`config.mk`:
```
export PLATFORM = sky130hd
export DESIGN_NAME = rxcmd_gen
export DESIGN_NICKNAME = d
export VERILOG_FILES = /design/src/rtl/rxcmd_pkg.sv /design/src/rtl/rxcmd_disc_det.sv /design/src/rtl/rxcmd_evt.sv /design/src/rtl/rxcmd_fifo.sv /design/src/rtl/rxcmd_gen.sv
export SDC_FILE = /design/constraint.sdc
export NUM_CORES = 1
export LEC_CHECK = 0
export BUFFER_PORTS_ARGS = -buffer_cell sky130_fd_sc_hd__clkbuf_2
export CORE_UTILIZATION = 55
export DETAILED_ROUTE_END_ITERATION = 8
export GPL_TIMING_DRIVEN = 0
export PLACE_DENSITY = 0.78
export SYNTH_ARGS = -nofsm -noshare
export SYNTH_HDL_FRONTEND = slang
export SYNTH_HIERARCHICAL = 1
export SYNTH_SLANG_ARGS = --single-unit
```
`constraint.sdc`:
```
create_clock -name clk -period 2 [get_ports clk]
set_clock_uncertainty 0.05 [all_clocks]
set_input_delay 0.2 -clock clk [delete_from_list [all_inputs] [get_ports clk]]
set_output_delay 0.2 -clock clk [all_outputs]
set_load 0.01 [all_outputs]
```
`src/rtl/rxcmd_pkg.sv`:
```
package rxcmd_pkg;

   localparam int NSRC     = 3;
   localparam int SRC_DISC = 0;
   localparam int SRC_VBUS = 1;
   localparam int SRC_SEND = 2;

   typedef enum logic [1:0] {
      EV_NONE  = 2'b00,
      EV_RXACT = 2'b01,
      EV_DISC  = 2'b10
   } rx_ev_e;

   typedef struct packed {
      logic       zero;
      logic       id;
      rx_ev_e     ev;
      logic [1:0] vbus;
      logic [1:0] ls;
   } status_t;

   function automatic logic [1:0] vbus_code(input logic vv, input logic sv, input logic se);
      if (vv)      return 2'b11;
      else if (sv) return 2'b10;
      else if (se) return 2'b00;
      else         return 2'b01;
   endfunction

endpackage

```
`src/rtl/rxcmd_disc_det.sv`:
```
module rxcmd_disc_det #(
   parameter int EOP_BITS = 40,
   parameter int WIN_LO   = 32,
   parameter int WIN_HI   = 36
) (
   input  logic clk,
   input  logic rst_n,
   input  logic hs_host,
   input  logic eop_start,
   input  logic bit_tick,
   input  logic cmp,
   output logic disc
);
   localparam int CW = $clog2(EOP_BITS);
   localparam logic [CW-1:0] LAST_C = CW'(EOP_BITS - 1);
   localparam logic [CW-1:0] LO_C   = CW'(WIN_LO);
   localparam logic [CW-1:0] HI_C   = CW'(WIN_HI);

   logic          active_q;
   logic          hit_q;
   logic [CW-1:0] cnt_q;
   logic          in_win;

   assign in_win = (cnt_q >= LO_C) && (cnt_q <= HI_C);

   always_ff @(posedge clk or negedge rst_n) begin
      if (!rst_n) begin
         active_q <= 1'b0;
         hit_q    <= 1'b0;
         cnt_q    <= '0;
         disc     <= 1'b0;
      end else if (!hs_host) begin
         active_q <= 1'b0;
         hit_q    <= 1'b0;
         cnt_q    <= '0;
         disc     <= 1'b0;
      end else if (eop_start) begin
         active_q <= 1'b1;
         hit_q    <= 1'b0;
         cnt_q    <= '0;
      end else if (active_q && bit_tick) begin
         if (cnt_q == HI_C) begin
            disc  <= hit_q | cmp;
            hit_q <= 1'b0;
         end else if (in_win && cmp) begin
            hit_q <= 1'b1;
         end
         if (cnt_q == LAST_C) active_q <= 1'b0;
         else                 cnt_q    <= cnt_q + 1'b1;
      end
   end


   dev_mode_quiet_chk: assert property (@(posedge clk) disable iff (!rst_n)
      !hs_host |=> !disc);


   disc_change_window_chk: assert property (@(posedge clk) disable iff (!rst_n)
      ((disc != $past(disc)) && $past(hs_host)) |->
         $past(active_q && bit_tick && !eop_start && cnt_q == HI_C));

endmodule

```
`src/rtl/rxcmd_evt.sv`:
```
module rxcmd_evt
   import rxcmd_pkg::*;
(
   input  logic            clk,
   input  logic            rst_n,
   input  logic [1:0]      line_state,
   input  logic            sess_end,
   input  logic            sess_valid,
   input  logic            vbus_valid,
   input  logic            id_level,
   input  logic            disc,
   input  logic            rx_active,
   input  logic            cfg_we,
   input  logic [NSRC-1:0] cfg_rise_en,
   input  logic [NSRC-1:0] cfg_fall_en,
   output logic            push,
   output status_t         push_byte
);
   logic [NSRC-1:0] rise_en_q, fall_en_q;
   logic [NSRC-1:0] src_cur, src_prev_q, src_evt;
   logic [1:0]      ls_prev_q;
   logic            id_prev_q, sv_prev_q, primed_q;
   logic            level_chg;

   assign src_cur[SRC_DISC] = disc;
   assign src_cur[SRC_VBUS] = vbus_valid;
   assign src_cur[SRC_SEND] = sess_end;

   for (genvar i = 0; i < NSRC; i++) begin : g_src
      assign src_evt[i] = (src_cur[i] & ~src_prev_q[i] & rise_en_q[i]) |
                          (~src_cur[i] & src_prev_q[i] & fall_en_q[i]);
   end

   assign level_chg = (line_state != ls_prev_q) || (id_level != id_prev_q) ||
                      (sess_valid != sv_prev_q);
   assign push      = primed_q && (level_chg || (|src_evt));

   always_comb begin
      push_byte.zero = 1'b0;
      push_byte.id   = id_level;
      push_byte.vbus = vbus_code(vbus_valid, sess_valid, sess_end);
      push_byte.ls   = line_state;
      if (rx_active)  push_byte.ev = EV_RXACT;
      else if (disc)  push_byte.ev = EV_DISC;
      else            push_byte.ev = EV_NONE;
   end

   always_ff @(posedge clk or negedge rst_n) begin
      if (!rst_n) begin
         rise_en_q  <= '1;
         fall_en_q  <= '1;
         src_prev_q <= '0;
         ls_prev_q  <= '0;
         id_prev_q  <= 1'b0;
         sv_prev_q  <= 1'b0;
         primed_q   <= 1'b0;
      end else begin
         if (cfg_we) begin
            rise_en_q <= cfg_rise_en;
            fall_en_q <= cfg_fall_en;
         end
         src_prev_q <= src_cur;
         ls_prev_q  <= line_state;
         id_prev_q  <= id_level;
         sv_prev_q  <= sess_valid;
         primed_q   <= 1'b1;
      end
   end


   first_cycle_quiet_chk: assert property (@(posedge clk) disable iff (!rst_n)
      !primed_q |-> !push);

endmodule

```
`src/rtl/rxcmd_fifo.sv`:
```
module rxcmd_fifo #(
   parameter int DEPTH = 2,
   parameter int W     = 8
) (
   input  logic         clk,
   input  logic         rst_n,
   input  logic         push,
   input  logic [W-1:0] din,
   input  logic         pop,
   output logic [W-1:0] dout,
   output logic         empty
);
   localparam int PW = (DEPTH > 1) ? $clog2(DEPTH) : 1;
   localparam int CW = $clog2(DEPTH + 1);
   localparam logic [CW-1:0] FULL_C = CW'(DEPTH);

   logic [W-1:0]  mem [DEPTH];
   logic [PW-1:0] rd_q, wr_idx;
   logic [CW-1:0] cnt_q;
   logic          full, do_wr_new;

   function automatic logic [PW-1:0] wrap(input logic [PW-1:0] base, input int off);
      int s;
      s = int'(base) + off;
      if (s >= DEPTH) s = s - DEPTH;
      return PW'(s);
   endfunction

   assign full      = (cnt_q == FULL_C);
   assign empty     = (cnt_q == '0);
   assign dout      = mem[rd_q];
   assign do_wr_new = push && (pop || !full);

   always_comb begin
      if (pop || !full) wr_idx = wrap(rd_q, int'(cnt_q));
      else              wr_idx = wrap(rd_q, int'(cnt_q) - 1);
   end

   for (genvar i = 0; i < DEPTH; i++) begin : g_slot
      always_ff @(posedge clk or negedge rst_n) begin
         if (!rst_n)                         mem[i] <= '0;
         else if (push && wr_idx == PW'(i))  mem[i] <= din;
      end
   end

   always_ff @(posedge clk or negedge rst_n) begin
      if (!rst_n) begin
         rd_q  <= '0;
         cnt_q <= '0;
      end else begin
         if (pop) rd_q <= wrap(rd_q, 1);
         cnt_q <= cnt_q + CW'(do_wr_new) - CW'(pop);
      end
   end


   // no_overflow_chk: the count never passes the depth
   no_overflow_chk: assert property (@(posedge clk) disable iff (!rst_n)
      cnt_q <= FULL_C);


   no_underflow_chk: assert property (@(posedge clk) disable iff (!rst_n)
      pop |-> !empty);


   overwrite_keeps_count_chk: assert property (@(posedge clk) disable iff (!rst_n)
      (full && push && !pop) |=> full);

endmodule

```
`src/rtl/rxcmd_gen.sv`:
```
module rxcmd_gen
   import rxcmd_pkg::*;
#(
   parameter int EOP_BITS = 40,
   parameter int WIN_LO   = 32,
   parameter int WIN_HI   = 36,
   parameter int DEPTH    = 2
) (
   input  logic       clk,
   input  logic       rst_n,
   input  logic       hs_host,
   input  logic       eop_start,
   input  logic       bit_tick,
   input  logic       disc_cmp,
   input  logic [1:0] line_state,
   input  logic       sess_end,
   input  logic       sess_valid,
   input  logic       vbus_valid,
   input  logic       id_level,
   input  logic       rx_active,
   input  logic       cfg_we,
   input  logic [2:0] cfg_rise_en,
   input  logic [2:0] cfg_fall_en,
   input  logic       bus_grant,
   output logic       rxcmd_valid,
   output logic [7:0] rxcmd_byte
);
   if (WIN_LO > WIN_HI || WIN_HI >= EOP_BITS) begin : g_bad_window
      $error("rxcmd_gen: sampling window must lie inside the delimiter");
   end
   if (DEPTH < 1) begin : g_bad_depth
      $error("rxcmd_gen: queue depth must be at least 1");
   end

   logic    disc, push, q_empty;
   status_t push_byte;

   rxcmd_disc_det #(.EOP_BITS(EOP_BITS), .WIN_LO(WIN_LO), .WIN_HI(WIN_HI)) u_disc (
      .clk(clk), .rst_n(rst_n), .hs_host(hs_host), .eop_start(eop_start),
      .bit_tick(bit_tick), .cmp(disc_cmp), .disc(disc));

   rxcmd_evt u_evt (
      .clk(clk), .rst_n(rst_n), .line_state(line_state), .sess_end(sess_end),
      .sess_valid(sess_valid), .vbus_valid(vbus_valid), .id_level(id_level),
      .disc(disc), .rx_active(rx_active), .cfg_we(cfg_we),
      .cfg_rise_en(cfg_rise_en), .cfg_fall_en(cfg_fall_en),
      .push(push), .push_byte(push_byte));

   rxcmd_fifo #(.DEPTH(DEPTH), .W(8)) u_fifo (
      .clk(clk), .rst_n(rst_n), .push(push), .din(push_byte),
      .pop(rxcmd_valid), .dout(rxcmd_byte), .empty(q_empty));

   assign rxcmd_valid = !q_empty && bus_grant && !rx_active;


   rx_excl_chk: assert property (@(posedge clk) disable iff (!rst_n)
      (push && rx_active) |-> (push_byte.ev != EV_DISC));


   top_bit_zero_chk: assert property (@(posedge clk) disable iff (!rst_n)
      rxcmd_valid |-> !rxcmd_byte[7]);

endmodule

```
### Yosys cells after proc, flatten, opt, wreduce, memory -nomap -nowiden

Cells that the tools add are included.

* flip-flop bits (word level): 40
* latch bits: 0
* memory bits (writable): 0
* bits in read-only memories: 0
* bits of input ports: 21
* output and inout port bits: 9
* logic and storage cells: 119
* memories: 0

* add/subtract/negate cells: 10
* multiply operators: 0
* divide/modulo/power cells: 0
* magnitude comparators: 6
* equality and inequality tests: 13
* shifts and indexed selects: 0
* muxes and demuxes: 29
* bitwise gates (word level): 24
* reduce and logical (&&, ||, !) cells: 22

Operator list (count)
* 32-bit by 3-bit greater-or-equal comparator with 1-bit output, second input constant: 1
* 6-bit two-way mux: 4
* 1-bit two-way mux: 18
* 8-bit two-way mux: 2
* 1-bit AND: 12
* 6-bit equality test, second input constant: 2
* 1-bit logical AND: 9
* 2-bit two-way mux: 4
* 7-bit two-way mux: 1
* 1-bit NOT: 7
* 6-bit by 1-bit adder with 6-bit output, second input constant: 1
* 6-bit greater-or-equal comparator, second input constant: 1
* 6-bit less-or-equal comparator, second input constant: 1
* 3-bit by 1-bit != test with 1-bit output, second input constant: 2
* 2-bit AND reduction: 3
* 2-bit by 3-bit adder with 4-bit output: 1
* 2-bit greater-or-equal comparator, second input constant: 2
* 1-bit logical OR: 4
* 2-bit by 1-bit != test with 1-bit output, second input constant: 2
* 4-bit by 1-bit != test with 1-bit output, second input constant: 1
* 1-bit OR: 4
* 1-bit by 2-bit adder with 3-bit output: 1
* 3-bit by 2-bit greater-or-equal comparator with 1-bit output, second input constant: 1
* 1-bit logical NOT: 3
* 14 further kinds: 17

### Longest topological paths before layout

Gate-level depths: netlist of the first run.

* word-level depth: 10
* depth in mapped cells: 10
* depth with buffers taken out: 10

### By module

Netlist of the first run, hierarchy kept.

Modules (own cells, without submodules)
* rxcmd_fifo: times used 1, cells an instance 58, area an instance 885.8 um2, sequential area each 475.5 um2
* rxcmd_evt: times used 1, cells an instance 46, area an instance 598.1 um2, sequential area each 357.8 um2
* rxcmd_disc_det: times used 1, cells an instance 54, area an instance 525.5 um2, sequential area each 225.2 um2
* rxcmd_gen: times used 1, cells an instance 1, area an instance 12.5 um2, sequential area each 0.0 um2

### Worst setup path after synthesis of the first run

No wires, ideal clock.

* path kind: reg2reg
* from: reg u_fifo.cnt_q[1]
* to: reg u_fifo/mem[10] in the netlist's numbering
* library setup time: 0.125 ns
* data arrival time: 1.801 ns
* data required time: 1.825 ns
* path slack: 0.024 ns
* cell stages (with the launch flop): 7
* buffers on the path: 0
* period minus slack after synthesis: 1.976 ns
* cell sequence: dfrtp_1 -> nor2_1 -> nor3b_2 -> nand2b_1 -> and2b_4 -> mux2i_4 -> mux2_2

* word-level cells in the longest chain between the ends: 8
* elaborated cells between the ends (all ways): 17
* classes of those cells: 3 x add/sub; 2 x order compare; 1 x eq/ne; 3 x mux; 1 x bitwise; 7 x reduce/logical

RTL lines
* from (decl): RTL line rxcmd_fifo.sv:19 `logic [CW-1:0] cnt_q;`
* from (signal assigned): RTL line rxcmd_fifo.sv:52 `cnt_q <= cnt_q + CW'(do_wr_new) - CW'(pop);`
* 2-bit logical NOT: RTL line rxcmd_fifo.sv:30 `assign empty = (cnt_q == '0);`
* via q_empty: RTL line rxcmd_gen.sv:35 `logic disc, push, q_empty;`
* 1-bit logical NOT: RTL line rxcmd_gen.sv:53 `assign rxcmd_valid = !q_empty && bus_grant && !rx_active;`
* 1-bit logical AND (2 in series): RTL line rxcmd_gen.sv:53
* via rxcmd_valid: RTL line rxcmd_gen.sv:25 `output logic rxcmd_valid,`
* 1-bit logical OR: RTL line rxcmd_fifo.sv:35 `if (pop || !full) wr_idx = wrap(rd_q, int'(cnt_q));`
* 1-bit two-way mux: RTL line rxcmd_fifo.sv:35
* 1-bit NOT: RTL line rxcmd_fifo.sv:42 `else if (push && wr_idx == PW'(i)) mem[i] <= din;`
* 1-bit logical AND: RTL line rxcmd_fifo.sv:42
* to (signal, indexed assignment): RTL line rxcmd_fifo.sv:42
* to (decl): RTL line rxcmd_fifo.sv:17 `logic [W-1:0] mem [DEPTH];`

The timed path passes the listed nets, and every way through them passes these cells.
A chain may end at the register's enable or synchronous reset.

### Worst setup path in the final report of the first run

* from: reg u_evt.ls_prev_q[0]
* to: reg u_fifo.cnt_q[1]

* word-level cells in the longest chain between the ends: 8

RTL lines
* from (decl): RTL line rxcmd_evt.sv:21 `logic [1:0] ls_prev_q;`
* from (signal assigned): RTL line rxcmd_evt.sv:63 `ls_prev_q <= line_state;`
* 2-bit != test: RTL line rxcmd_evt.sv:34 `assign level_chg = (line_state != ls_prev_q) || (id_level != id_prev_q) ||`
* 1-bit logical OR (2 in series): RTL line rxcmd_evt.sv:34
* 1-bit logical OR: RTL line rxcmd_evt.sv:36 `assign push = primed_q && (level_chg || (|src_evt));`
* 1-bit logical AND: RTL line rxcmd_evt.sv:36
* via push: RTL line rxcmd_gen.sv:35
* 1-bit logical AND: RTL line rxcmd_fifo.sv:32 `assign do_wr_new = push && (pop || !full);`
* 2-bit by 1-bit adder with 2-bit output: RTL line rxcmd_fifo.sv:52
* 2-bit by 1-bit subtractor with 2-bit output: RTL line rxcmd_fifo.sv:52

The timed path passes the listed nets, and every way through them passes these cells.

==> metrics.csv, run 1 <==
stage;metric;value;unit
place;number of port buffers;28;
sta;number of slew-limit violations in the final report;0;
place;pre-CTS worst setup slack;-114;ps
clock_network;clock slew at the register clock pins of the worst setup and hold paths;110;ps
sta;smallest setup slack after layout;-100;ps
yosys;Synth Area in XOR/XNOR;3.03;%
die;I/O Pins;30;
setup_path;Setup crit end kind;flip-flop;
pwr;largest vdd supply drop;638;uV
place;Detail Placement HPWL;2.58;mm
clock_network;TritonCTS buffer count;5;
final_layout;number of nets in the finished design;232;
pwr;pwr dens;1090;mW/mm2
setup_path;Crit path buffers/inverters;1;
final_layout;FF+latch area;0.00106;mm2
grt;first-pass GRT wire length;6.18;mm
pwr;cell leakage power;1.07;nW
route;average vias per placed instance;5.42;
place;final weighted congestion in routability-driven placement;0.874;
clock_network;clock insertion delay at the later pin of the skew report;350;ps
final_layout;number of diodes;0;
yosys;Synth Warn #;6;
yosys;adder-cell area share of the yosys netlist;2.48;%
yosys;number of synthesized flops with an enable pin;0;
clock_network;Clock Tree Root;clkbuf_4;
pwr;switching portion of total power;30.7;%
grt;number of global-route vias before repair;1349;
setup_path;largest stage delay on the critical path;390;ps
grt;number of antenna violations at the first check in global routing;0;
sta;Achievable Freq;0.476;GHz
setup_path;cell occurring most often along the worst timing path;ha_1;
yosys;Post-Syn Area;0.00202;mm2
status;result of the run;finished, violations left;
final_layout;fraction of layout instances using a drive strength above 1;44.7;%
setup_path;Setup crit start kind;flip-flop;
pwr;Seq pwr share;44.0;%
place;DP Area;0.00222;mm2
sta;final hold violation count;0;
grt;Remaining Overflow, GRT;0;
flow_run;total of max-cap violations;0;
route;length of the first detailed-routing pass in iterations;4;
pwr;Logic pwr share;41.1;%
setup_path;family of cells with the greatest summed delay on the critical path;compound AO/OA/AOI/OAI gates;
route;First DRT Iteration DRCs;29;
sta;time the worst path needs with I/O delays and setup;2100;ps
setup_path;cell with the largest stage delay on the worst path;dfrtp_1;
yosys;asr flop ratio synth;100;%
final_layout;count of fill cells added during filler insertion;261;
yosys;Avg Synthesized Cell Area;12.7;um2
hold_path;type of the worst min-delay path;in -> reg;
clock_network;clock tree sinks;42;
yosys;complex-gate fraction of the synthesized area;5.38;%
clock_network;Max clock buf depth;2;
pwr;Psw;0.811;mW
sta;Tightest Pin Transition;989;ps
pwr;internal power summed over all cells;1.83;mW
final_layout;area of the multi-input gates;923;um2
pwr;proportion of power drawn by the clock network;14.8;%
yosys;simple-gate share of the synthesized area;12.2;%
route;post-route DRC violation count;0;
sta;worst max-slew margin expressed relative to the limit;34.1;%
yosys;number of storage elements in the synthesis netlist;42;
die;initial standard-cell utilization of the core;59.2;%
setup_path;Worst EP required;2220;ps
yosys;mux share of post-synthesis cell area;20.9;%
yosys;Top FF cell, synth;dfrtp_1;
grt;all-layer global routing usage;21.0;%
yosys;main combinational cell family by area after synthesis;multiplexers;
die;Die ar.;0.00392;mm2
clock_network;CTS HTree Levels;2;
status;failing checks;setup timing;
sta;total of endpoints with negative setup slack in the final report;15;
die;width of the chip;62.6;um
route;total number of vias;1376;
yosys;Syn Nets;184;
sta;final worst-path cycle share;105;%
final_layout;most used cells in the layout excluding fill and tap cells;dfrtp_1, clkbuf_2, mux2_2, nand2_1, dlygate4sd3_1;
yosys;share of synthesized area occupied by flip-flops and latches;52.4;%
final_layout;leading cell type in the layout, fill and taps excluded;dfrtp_1;
setup_path;CP Cell Sequence;xor2_1 -> a31oi_1 -> o211ai_1 -> o31a_1 -> o21ai_1 -> ha_1 -> inv_1 -> ha_1 -> xnor2_2 -> xnor2_1;
yosys;cell count after synthesis;159;
die;core outline area;0.00342;mm2
route;drt total wl;3.69;mm
die;std cell rows;21;
sta;RSZ-0062 raised after global routing;yes;
yosys;synth unique cells;37;
clock_network;clock tree from TritonCTS;done;
setup_path;peak fanout along the critical path;3;
setup_path;crit path DAT;2320;ps
final_layout;design area;0.00243;mm2
die;vertical die dimension;62.6;um
setup_path;Crit Path Class;reg -> reg;
final_layout;Synth-to-Final Area Change;20.4;%
grt;largest net degree at the start of global routing;43;
route;number of nets still failing antenna checks after routing;0;
route;Avg WL per Cell;14.5;um
[through the flow]
stage	std cells	util (%)	hold WS [ps]	power (mW)	setup TNS, ps
6_report	254	71.3	30.9	2.64	-536
2_1_floorplan	159	-	-146	1.83	0
3_3_place_gp	233	65.0	305	2.05	-263
3_5_place_dp	233	65.0	309	2.11	-1610
5_1_grt	254	71.3	2.30	2.82	-1610
4_1_cts	251	70.0	11.6	2.62	-220
[power by group through the flow]
stage	clock network [mW]	logic (mW)	registers (mW)
after floorplan	0	0.692	1.14
after global placement	0	0.892	1.16
after detailed placement	0	0.928	1.18
after CTS	0.414	1.05	1.16
after global routing	0.454	1.18	1.19
final	0.392	1.09	1.16
[per-layer routing]
metal | GRT usage (%) | part of all wire, % | vias to the layer above
met1 | 25.8 | 44 | 692
li1 | - | - | 649
met5 | 0 | 0 | -
met3 | 6.02 | 4.1 | 4
met2 | 35.5 | 50 | 31
met4 | 6.98 | 1.3 | 0
[cells in the mapped netlist (4+ instances only)]
cell type	n	area share, %
buf_4	5	1.9
ha_1	4	2.5
nor3_1	4	0.99
nand2_1	13	2.4
dfstp_2	6	7.8
o21ai_0	6	1.5
dfrtp_1	36	45
inv_1	5	0.93
xnor2_1	5	2.2
nand2b_1	4	1.2
mux2i_1	4	2.0
mux2_2	29	16
[registers in the layout, summed over array words and instances (netlist names)]
signal            cells
u_disc/active_q       1
u_fifo/cnt_q          2
u_evt/src_prev_q      3
u_evt/fall_en_q       3
u_evt/primed_q        1
u_evt/rise_en_q       3
u_fifo/mem           16
u_disc/hit_q          1
u_evt/id_prev_q       1
u_evt/sv_prev_q       1
u_disc/cnt_q          6
u_fifo/rd_q           1
u_disc/disc           1
u_evt/ls_prev_q       2
[kinds of logic (layout without fill, tap and decap cells)]
kind of cell | after synthesis | in the layout
AND/OR/NAND/NOR | 39 | 39
AO/OA/AOI/OAI | 17 | 17
XOR/XNOR | 7 | 7
buffers and inverters | 12 | 61
flip-flops | 42 | 42
multiplexers | 36 | 36
other | 2 | 2
adder cells (fa/ha/maj) | 4 | 4
[cell type report]
cell class	count	area share, %
Inverter	5	0.771
Clock inverter	2	0.411
Timing Repair Buffer	41	11.4
Clock buffer	6	1.70
Buffer	7	1.95
Tap cell	46	2.36
Multi-Input combinational cell	105	37.9
Sequential cell	42	43.5
[worst paths after layout]
check / startpoint / end / slack [ps] / depth (start not counted)
setup / recovery: u_evt/ls_prev_q[0] / u_fifo/cnt_q[1] / -100 / 10
hold / removal: cfg_rise_en[1] / u_evt/rise_en_q[1] / 30 / 2
setup reg to reg: u_evt/ls_prev_q[0] / u_fifo/cnt_q[1] / -100 / 10
hold reg to reg: u_disc/disc / u_evt/src_prev_q[0] / 440 / 0
max in group asynchronous: rst_n / u_fifo/mem[13] / 810 / 2
min in group asynchronous: rst_n / u_evt/src_prev_q[1] / 490 / 2
[what timing repair did]
item,in CTS,in global routing
setup endpoints to repair,17,18
gates resized for setup,2,7
endpoints found under the hold margin,42,1
pin swaps,1,0
setup buffers,4,4
hold buffers,7,1
Power figures use the tool's default switching activity.
==> run 2: changes to the inputs <==
GPL_TIMING_DRIVEN = not set   (was 0)
==> run 2 against run 1 <==
- critical path depth is the same
- combinational power decreased by 5%
- fmax rose by 2.1%
- clock power grew 32%
- sequential cell count did not move
- worst setup slack improved by 43 ps
- the run still ends with setup timing left
- highest routed layer unchanged
==> metrics.csv, run 2 (synthesis results as in run 1) <==
stage;metric;value;unit
status;result of the run;finished, violations left;
status;failing checks;setup timing;
clock_network;Clock Tree Root;clkbuf_4;
sta;total of endpoints with negative setup slack in the final report;2;
route;Avg WL per Cell;14.6;um
clock_network;clock tree from TritonCTS;done;
route;First DRT Iteration DRCs;39;
setup_path;CP Cell Sequence;xor2_1 -> a31oi_1 -> o211ai_1 -> o31a_1 -> o21ai_1 -> ha_1 -> inv_1 -> ha_1 -> xnor2_1 -> xnor2_1;
sta;final worst-path cycle share;103;%
final_layout;Top Registers;u_fifo/mem (16), u_disc/cnt_q (6);
route;length of the first detailed-routing pass in iterations;4;
route;drt total wl;3.63;mm
grt;all-layer global routing usage;20.9;%
pwr;largest vdd supply drop;740;uV
place;number of port buffers;29;
setup_path;Worst EP required;2210;ps
final_layout;most used cells in the layout excluding fill and tap cells;dfrtp_1, clkbuf_2, mux2_2, nand2_1, dlygate4sd3_1;
sta;worst max-slew margin expressed relative to the limit;65.9;%
sta;Achievable Freq;0.486;GHz
setup_path;Crit Path Class;reg -> reg;
final_layout;fraction of layout instances using a drive strength above 1;42.6;%
final_layout;number of diodes;0;
setup_path;family of cells with the greatest summed delay on the critical path;compound AO/OA/AOI/OAI gates;
grt;number of antenna violations at the first check in global routing;0;
clock_network;Max clock buf depth;2;
pwr;pwr dens;1140;mW/mm2
die;width of the chip;62.6;um
setup_path;crit path DAT;2270;ps
grt;Remaining Overflow, GRT;0;
setup_path;largest stage delay on the critical path;390;ps
place;final weighted congestion in routability-driven placement;0.917;
grt;number of global-route vias before repair;1423;
route;post-route DRC violation count;0;
place;Detail Placement HPWL;2.70;mm
grt;first-pass GRT wire length;6.40;mm
setup_path;cell with the largest stage delay on the worst path;dfrtp_1;
final_layout;number of nets in the finished design;226;
sta;smallest setup slack after layout;-57.2;ps
hold_path;type of the worst min-delay path;in -> reg;
sta;number of slew-limit violations in the final report;0;
setup_path;peak fanout along the critical path;3;
final_layout;FF+latch area;0.00106;mm2
pwr;cell leakage power;1.03;nW
route;total number of vias;1347;
die;I/O Pins;30;
final_layout;number of cells in the finished layout apart from fillers;248;
flow_run;total of max-cap violations;0;
sta;Tightest Pin Transition;512;ps
sta;RSZ-0062 raised after global routing;yes;
final_layout;leading cell type in the layout, fill and taps excluded;dfrtp_1;
clock_network;CTS HTree Levels;2;
route;number of nets still failing antenna checks after routing;0;
final_layout;register with the most flip-flops;u_fifo/mem;
sta;final hold violation count;0;
grt;largest net degree at the start of global routing;43;
final_layout;flip-flop count of the largest register after layout;16;
final_layout;area of the multi-input gates;911;um2
sta;time the worst path needs with I/O delays and setup;2060;ps
die;initial standard-cell utilization of the core;59.2;%
route;average vias per placed instance;5.43;
final_layout;count of fill cells added during filler insertion;250;
setup_path;Setup crit start kind;flip-flop;
sta;Hold Worst Slack;51.2;ps
clock_network;TritonCTS buffer count;5;
setup_path;Setup crit end kind;flip-flop;
die;Die ar.;0.00392;mm2
die;core outline area;0.00342;mm2
die;std cell rows;21;
clock_network;clock tree sinks;42;
die;vertical die dimension;62.6;um
place;Cell Count Post-Placement;231;
clock_network;clock slew at the register clock pins of the worst setup and hold paths;120;ps
setup_path;Crit path buffers/inverters;1;
final_layout;Synth-to-Final Area Change;18.4;%
clock_network;clock insertion delay at the later pin of the skew report;330;ps
## run 2: path summary, 6_finish.rpt
check / startpoint / depth (start not counted) / end / slack (ps)
hold / removal: cfg_rise_en[0] / 2 / u_evt/rise_en_q[0] / 50
max in group asynchronous: rst_n / 3 / u_evt/fall_en_q[2] / 1130
hold reg to reg: u_disc/disc / 0 / u_evt/src_prev_q[0] / 430
setup / recovery: u_evt/ls_prev_q[0] / 10 / u_fifo/cnt_q[1] / -60
setup reg to reg: u_evt/ls_prev_q[0] / 10 / u_fifo/cnt_q[1] / -60
min in group asynchronous: rst_n / 3 / u_disc/hit_q / 410
## run 2: area by class of cell
| type | instances | share of cell area [%] |
|---|---|---|
| flip-flops and latches | 42 | 44.2 |
| multi-input cells | 105 | 38.1 |
| repair buffers | 42 | 11.4 |
| well taps | 46 | 2.40 |
| clock buffers | 7 | 1.88 |
| clock inverters | 1 | 1.25 |
| inverters | 5 | 0.784 |
## run 2: power breakdown
part | internal [mW] | switching, mW | total [mW]
Combinational | 0.602 | 0.434 | 1.04
Sequential | 1.06 | 0.110 | 1.17
Clock | 0.265 | 0.250 | 0.516
## run 2: through the flow
| step | TNS [ps] | utilization, % | total power [mW] | area, um2 | setup WS [ps] |
|---|---|---|---|---|---|
| after floorplan | 0 | - | 1.83 | 2020 | 24.4 |
| after global placement | -5.82 | 65.0 | 2.10 | 2220 | -5.82 |
| after detailed placement | -70.0 | 65.0 | 2.16 | 2220 | -62.9 |
| after CTS | -253 | 69.2 | 2.69 | 2360 | -86.2 |
| after global routing | -1490 | 70.1 | 2.88 | 2390 | -200 |
| final | -75.9 | 70.1 | 2.72 | 2390 | -57.2 |
## run 2: worst register-to-register path: cells and delay by family (launching register included)
family / cells / cell delay, ps
adder cells (fa/ha/maj): 2 / 400
flip-flops: 1 / 390
AO/OA/AOI/OAI: 4 / 660
XOR/XNOR: 3 / 440
buffers and inverters: 1 / 60
## run 2: what timing repair did
item,CTS,global route
hold buffers,7,0
setup endpoints to repair,12,17
pin swaps,1,1
buffers inserted,0,2
hold endpoints to repair,42,0
resized for setup,1,4
## run 2: routing by layer
| metal | track usage (%) | up-vias | wire length [um] |
|---|---|---|---|
| li1 | - | 646 | - |
| met1 | 26.6 | 654 | 1590 |
| met2 | 35.1 | 41 | 1850 |
| met3 | 4.74 | 6 | 140 |
| met4 | 6.98 | 0 | 45 |
| met5 | 0 | - | 0 |
